`config.mk`:
```
export PLATFORM = sky130hd
export DESIGN_NAME = cexp_unit
export DESIGN_NICKNAME = d
export VERILOG_FILES = /design/src/rtl/cexp_pkg.sv /design/src/rtl/cexp_mode_dec.sv /design/src/rtl/cexp_lane.sv /design/src/rtl/cexp_span.sv /design/src/rtl/cexp_unit.sv
export SDC_FILE = /design/constraint.sdc
export NUM_CORES = 1
export LEC_CHECK = 0
export BUFFER_PORTS_ARGS = -buffer_cell sky130_fd_sc_hd__buf_2
export CORE_ASPECT_RATIO = 0.7
export CORE_UTILIZATION = 45
export DETAILED_ROUTE_END_ITERATION = 8
export GPL_TIMING_DRIVEN = 0
export PLACE_DENSITY = 0.75
export SYNTH_ARGS = -nofsm -noshare
export SYNTH_HDL_FRONTEND = slang
export SYNTH_SLANG_ARGS = --single-unit
```
`constraint.sdc`:
```
create_clock -name clk -period 3.2 [get_ports clk]
set_input_delay 0.64 -clock clk [delete_from_list [all_inputs] [get_ports clk]]
set_output_delay 0.64 -clock clk [all_outputs]
set_load 0.05 [all_outputs]
```
`src/rtl/cexp_pkg.sv`:
```
`timescale 1ns/1ps
package cexp_pkg;
  localparam logic [2:0] MODE_TRANSP = 3'd4;
  localparam logic [2:0] MODE_FILL   = 3'd5;

  typedef enum logic [1:0] {ACT_IDLE, ACT_EXPAND, ACT_BYPASS} act_e;

  // bytes covered by one expanded write
  function automatic int unsigned span_bytes(int unsigned npix, logic wide);
    return wide ? 2 * npix : npix;
  endfunction

  // which pixel a byte lane belongs to
  function automatic int unsigned lane_pixel(int unsigned lane, logic wide);
    return wide ? lane / 2 : lane;
  endfunction

  // true when a lane carries the high colour byte
  function automatic logic lane_is_high(int unsigned lane, logic wide);
    return wide && (lane % 2 == 1);
  endfunction
endpackage

```
`src/rtl/cexp_mode_dec.sv`:
```
`timescale 1ns/1ps
module cexp_mode_dec
  import cexp_pkg::*;
(
  input  logic       req,
  input  logic [2:0] mode,
  output act_e       act,
  output logic       fill_bg
);
  logic is_exp;
  assign is_exp  = (mode == MODE_TRANSP) || (mode == MODE_FILL);
  assign fill_bg = (mode == MODE_FILL);

  always_comb begin
    if (!req)        act = ACT_IDLE;
    else if (is_exp) act = ACT_EXPAND;
    else             act = ACT_BYPASS;
  end
endmodule

```
`src/rtl/cexp_lane.sv`:
```
`timescale 1ns/1ps
module cexp_lane
  import cexp_pkg::*;
#(
  parameter int LANE = 0,
  parameter int NPIX = 8
) (
  input  logic [NPIX-1:0] bits,
  input  logic            wide,
  input  logic            fill_bg,
  input  logic [7:0]      fg_lo,
  input  logic [7:0]      fg_hi,
  input  logic [7:0]      bg_lo,
  input  logic [7:0]      bg_hi,
  output logic            en,
  output logic [7:0]      byte_o
);
  localparam bit NARROW_OK = (LANE < NPIX);
  localparam int IDX_N     = NARROW_OK ? (NPIX - 1 - LANE) : 0;
  localparam int IDX_W     = NPIX - 1 - (LANE / 2);

  logic in_span, pix_bit, hi_sel;
  logic [7:0] fg_b, bg_b;

  assign in_span = wide | NARROW_OK;
  assign pix_bit = wide ? bits[IDX_W] : (NARROW_OK ? bits[IDX_N] : 1'b0);
  assign hi_sel  = lane_is_high(LANE, wide);
  assign fg_b    = hi_sel ? fg_hi : fg_lo;
  assign bg_b    = hi_sel ? bg_hi : bg_lo;

  always_comb begin
    en     = in_span & (pix_bit | fill_bg);
    byte_o = 8'h00;
    if (in_span) begin
      if (pix_bit)      byte_o = fg_b;
      else if (fill_bg) byte_o = bg_b;
    end
  end
endmodule

```
`src/rtl/cexp_span.sv`:
```
`timescale 1ns/1ps
module cexp_span
  import cexp_pkg::*;
#(
  parameter int ADDR_W = 20,
  parameter int NPIX   = 8
) (
  input  logic [ADDR_W-1:0] base,
  input  logic              wide,
  output logic [ADDR_W-1:0] first,
  output logic [ADDR_W-1:0] last
);
  logic [ADDR_W-1:0] extent;
  assign extent = ADDR_W'(span_bytes(NPIX, wide) - 1);
  assign first  = base;
  assign last   = base + extent;
endmodule

```
`src/rtl/cexp_unit.sv`:
```
`timescale 1ns/1ps
module cexp_unit
  import cexp_pkg::*;
#(
  parameter int ADDR_W = 20,
  parameter int NPIX   = 8
) (
  input  logic                  clk,
  input  logic                  rst_n,
  input  logic                  wr_valid,
  input  logic [2:0]            wr_mode,
  input  logic                  wr_wide,
  input  logic [ADDR_W-1:0]     wr_base,
  input  logic [NPIX-1:0]       wr_bits,
  input  logic [7:0]            fg_lo,
  input  logic [7:0]            fg_hi,
  input  logic [7:0]            bg_lo,
  input  logic [7:0]            bg_hi,
  output logic                  exp_we,
  output logic [ADDR_W-1:0]     exp_addr,
  output logic [2*NPIX-1:0]     exp_be,
  output logic [16*NPIX-1:0]    exp_data,
  output logic [ADDR_W-1:0]     dirty_first,
  output logic [ADDR_W-1:0]     dirty_last,
  output logic                  byp_valid
);
  localparam int LANES = 2 * NPIX;
  localparam int DW    = 8 * LANES;

  act_e              act;
  logic              fill_bg;
  logic [LANES-1:0]  lane_en;
  logic [DW-1:0]     lane_data;
  logic [ADDR_W-1:0] span_first, span_last;
  logic              wide_q, fill_q;

  cexp_mode_dec u_dec (
    .req     (wr_valid),
    .mode    (wr_mode),
    .act     (act),
    .fill_bg (fill_bg)
  );

  for (genvar gl = 0; gl < LANES; gl++) begin : g_lane
    cexp_lane #(.LANE(gl), .NPIX(NPIX)) u_lane (
      .bits    (wr_bits),
      .wide    (wr_wide),
      .fill_bg (fill_bg),
      .fg_lo   (fg_lo),
      .fg_hi   (fg_hi),
      .bg_lo   (bg_lo),
      .bg_hi   (bg_hi),
      .en      (lane_en[gl]),
      .byte_o  (lane_data[8*gl +: 8])
    );
  end

  cexp_span #(.ADDR_W(ADDR_W), .NPIX(NPIX)) u_span (
    .base  (wr_base),
    .wide  (wr_wide),
    .first (span_first),
    .last  (span_last)
  );

  always_ff @(posedge clk) begin
    if (!rst_n) begin
      exp_we      <= 1'b0;
      byp_valid   <= 1'b0;
      exp_addr    <= '0;
      exp_be      <= '0;
      exp_data    <= '0;
      dirty_first <= '0;
      dirty_last  <= '0;
      wide_q      <= 1'b0;
      fill_q      <= 1'b0;
    end else begin
      exp_we    <= (act == ACT_EXPAND);
      byp_valid <= (act == ACT_BYPASS);
      if (act == ACT_EXPAND) begin
        exp_addr    <= wr_base;
        exp_be      <= lane_en;
        exp_data    <= lane_data;
        dirty_first <= span_first;
        dirty_last  <= span_last;
        wide_q      <= wr_wide;
        fill_q      <= fill_bg;
      end else begin
        exp_be   <= '0;
        exp_data <= '0;
      end
    end
  end

  // ---------------- assertions ----------------
  assert_excl_R1: assert property (@(posedge clk) disable iff (!rst_n)
    !(exp_we && byp_valid));

  assert_bypass_R1: assert property (@(posedge clk) disable iff (!rst_n)
    (wr_valid && wr_mode != 3'd4 && wr_mode != 3'd5) |=> (byp_valid && !exp_we));

  assert_latency_R2: assert property (@(posedge clk) disable iff (!rst_n)
    (wr_valid && (wr_mode == 3'd4 || wr_mode == 3'd5)) |=> exp_we);

  assert_addr_R2: assert property (@(posedge clk) disable iff (!rst_n)
    exp_we |-> (exp_addr == dirty_first));

  assert_fill_R5: assert property (@(posedge clk) disable iff (!rst_n)
    (exp_we && fill_q) |-> ($countones(exp_be) == (wide_q ? LANES : NPIX)));

  assert_narrow_R7: assert property (@(posedge clk) disable iff (!rst_n)
    (exp_we && !wide_q) |-> (exp_be[LANES-1:NPIX] == '0));

  assert_span_R8: assert property (@(posedge clk) disable iff (!rst_n)
    exp_we |-> ((dirty_last - dirty_first) == ADDR_W'(wide_q ? LANES - 1 : NPIX - 1)));

  assert_idle_R10: assert property (@(posedge clk) disable iff (!rst_n)
    !wr_valid |=> (!exp_we && !byp_valid && exp_be == '0));

  for (genvar gp = 0; gp < NPIX; gp++) begin : g_pair_chk
    assert_pair_R4: assert property (@(posedge clk) disable iff (!rst_n)
      (exp_we && wide_q) |-> (exp_be[2*gp] == exp_be[2*gp+1]));
  end
endmodule

```
==> summary.md <==
| Metric | Value |
|---|---|
| Outcome | `finished clean` |
| Post-synth EDFFs | `0` |
| Overall die width | `160.3 µm` |
| CP Data Arrival Time | `3.33 ns` |
| Crit Path Class | `in -> reg` |
| Total inserted antenna cells | `0` |
| Post-synthesis sequential element count | `182` |
| Most frequent cells in the layout | `buf_2 (286), nor2_1 (229), dfxtp_1 (182)` |
| Static leakage | `4.839 nW` |
| Worst-skew pair later-pin latency | `0.43 ns` |
| Io pins | `273` |
| WHS | `0.4199 ns` |
| Setup Fix Bufs, Post-CTS | `0` |
| Wire length reported by the detailed router | `25670 µm` |
| Overall via count from detail_route | `7861` |
| Post-route clock skew | `0 ns` |
| Height of the die | `112.8 µm` |
| Length of the first detailed-routing pass in iterations | `8` |
| Post-synth design cell area | `7890 µm²` |
| Max transition margin | `0.4521` |
| Worst-Margin Slew | `0.7989 ns` |
| Area inside the core boundary | `17170 µm²` |
| Total Neg Setup Slack | `0 ns` |
| Final Slew Violations | `0` |
| Power density over the cells | `543.0 nW/µm²` |
| Maximum resistive drop on vdd | `0.3285 mV` |
| # nets final | `1353` |
| Commonest non-fill, non-tap cell in the layout | `buf_2` |
| Via count of the first global-routing pass | `7053` |
| Count of routing violations after the opening detailed-route iteration | `585` |
| Share of the clock period used by the worst path after layout | `0.9396` |
| TritonCTS clock tree | `done` |
| Relative area change from synthesis to final layout | `28.50%` |
| Count of cell types in the netlist | `51` |
| Final Wtd Congestion | `0.9445` |
| Warnings from Yosys | `0` |
| Setup slack, reg-to-reg | `2.38 ns` |
| Largest net degree at the start of global routing | `18` |
| Starting Density | `0.4596` |
| Number of port buffers | `262` |
| Maximum count of clock buffers along a single path | `2` |
| Clock slew at the register clock pins of the worst setup and hold paths | `0.07 ns` |
| H-tree depth reported by CTS | `4` |
| Worst min-delay path class | `in -> reg` |
| Post-synthesis net count | `1073` |
| Data required time at the worst endpoint | `3.52 ns` |
| Ys async rst share | `0` |
| Dominant synthesized flop cell | `dfxtp_1` |
| CP Max Fanout | `10` |
| Final period demand of the worst path | `3.007 ns` |
| Remaining number of nets flagged by the antenna check after routing | `0` |
| Final routed wire length divided by cell count | `17.01 µm` |
| Num rows | `40` |
| Overall overflow remaining after global route | `0` |
| Library cell used as clock root buffer | `clkbuf_16` |
| Synthesized area divided by synthesized cell count | `8.010 µm²` |
| Sinks on the clock net | `182` |
| Setup repair after global routing missed its margin | `false` |
| Full die area | `18080 µm²` |
| Synthesized instance count | `985` |
| Half-perimeter wire length of the detailed placement result | `19470 µm` |
| Max-cap violations | `0` |
| Initial antenna violation count | `0` |
| Fraction of the yosys area taken by sequential cells | `0.4618` |
| Total track usage | `0.2795` |
| Fraction of final layout cells sized beyond drive strength 1 | `0.2911` |
| Total of endpoints with negative setup slack in the final report | `0` |
| Final-report hold violation count | `0` |
| Category of the worst setup path launch point | `input pin` |
| Vias per Instance | `5.209` |
| DRC violations left | `0` |
| Nature of the critical path endpoint | `flip-flop` |
| First-pass GRT wire length | `38810 µm` |
| Clock buffers created by TritonCTS | `17` |
| Achievable clock frequency | `332.6 MHz` |
[metal layers]
| layer | global-route usage | vias to the layer above | share of wire |
|---|---|---|---|
| met5 | 0 | - | 0 |
| met4 | 0.07111 | 0 | 0.014 |
| met3 | 0.08394 | 30 | 0.11 |
| met2 | 0.3896 | 394 | 0.41 |
| met1 | 0.4142 | 3629 | 0.47 |
| li1 | - | 3808 | - |
[power by group]
part           leakage, nW  internal, mW  switching [mW]
Clock                0.309          1.34           0.972
Sequential            1.47          2.31          0.0194
Combinational         3.06         0.262           0.608
[per-stage QoR]
| step | cell area, µm² | total power [mW] | utilization | setup WS, ns | instances |
|---|---|---|---|---|---|
| after CTS | 10140 | 5.499 | 0.5908 | 0.03947 | 1510 |
| after floorplan | 7890 | 2.983 | - | 0.1574 | 985 |
| after detailed placement | 9490 | 3.226 | 0.5528 | -0.5747 | 1478 |
| after global routing | 10140 | 5.689 | 0.5906 | 0.07200 | 1509 |
| final | 10140 | 5.505 | 0.5906 | 0.1932 | 1509 |
| after global placement | 9490 | 3.216 | 0.5528 | -0.5728 | 1478 |
[synthesized netlist by cell type, types with 7 or more instances]
| library cell | n | share of area |
|---|---|---|
| a21boi_0 | 22 | 0.021 |
| nand2_1 | 120 | 0.057 |
| and3_1 | 9 | 0.0071 |
| ha_1 | 20 | 0.032 |
| nor2_1 | 229 | 0.11 |
| a21oi_1 | 119 | 0.075 |
| inv_1 | 25 | 0.012 |
| mux2_2 | 19 | 0.027 |
| nand3_1 | 7 | 0.0044 |
| buf_2 | 24 | 0.015 |
| clkbuf_1 | 42 | 0.020 |
| a211oi_1 | 33 | 0.031 |
| buf_4 | 28 | 0.027 |
| dfxtp_1 | 182 | 0.46 |
| o21ai_0 | 20 | 0.013 |
| and2_1 | 13 | 0.010 |
[area by class of cell]
cell class / instances / area [µm²]
well taps: 231 / 289.0
flip-flops and latches: 182 / 3643
multi-input cells: 680 / 3657
inverters: 25 / 93.84
plain buffers: 97 / 499.2
fillers: 1583 / 7028
clock buffers: 18 / 429.2
repair buffers: 262 / 1311
clock inverters: 14 / 215.2
[sequential cells by signal (all words and copies together) (netlist names)]
name / count
byp_valid: 1
exp_data: 128
dirty_last: 20
exp_we: 1
exp_be: 12
dirty_first: 20
[worst paths after layout]
check,startpoint,end,depth (start not counted)
setup / recovery,wr_wide,dirty_last[11]$_SDFFE_PN0P_,13
hold / removal,wr_base[0],dirty_last[0]$_SDFFE_PN0P_,2
setup reg to reg,dirty_last[19]$_SDFFE_PN0P_,dirty_last[19]$_SDFFE_PN0P_,3
hold reg to reg,dirty_last[12]$_SDFFE_PN0P_,dirty_last[12]$_SDFFE_PN0P_,2
[worst max-delay path, cell delays in order]
cell and delay, ns:
buf_2 0.18, buf_4 0.23, buf_4 0.23, inv_1 0.10, ha_1 0.28, inv_1 0.04, ha_1 0.26, a211oi_2 0.27
nor3b_1 0.10, or2_4 0.27, a31oi_4 0.29, nor4b_1 0.10, a311o_1 0.32
[logic make-up after synthesis]
| group | count (synthesis) | share of synthesized area |
|---|---|---|
| compound gates | 226 | 0.1767 |
| xor+xnor | 11 | 0.01221 |
| fa+ha+maj | 21 | 0.03425 |
| buf+inv | 123 | 0.07564 |
| flops | 182 | 0.4618 |
| mux | 26 | 0.03647 |
| simple gates | 396 | 0.2030 |
[what timing repair did]
item | CTS | global route
gates resized for setup | 1 | 1
hold buffers | 0 | 0
setup endpoints to repair | 1 | 6
pin swaps | 1 | 0
Power figures use the tool's default switching activity.
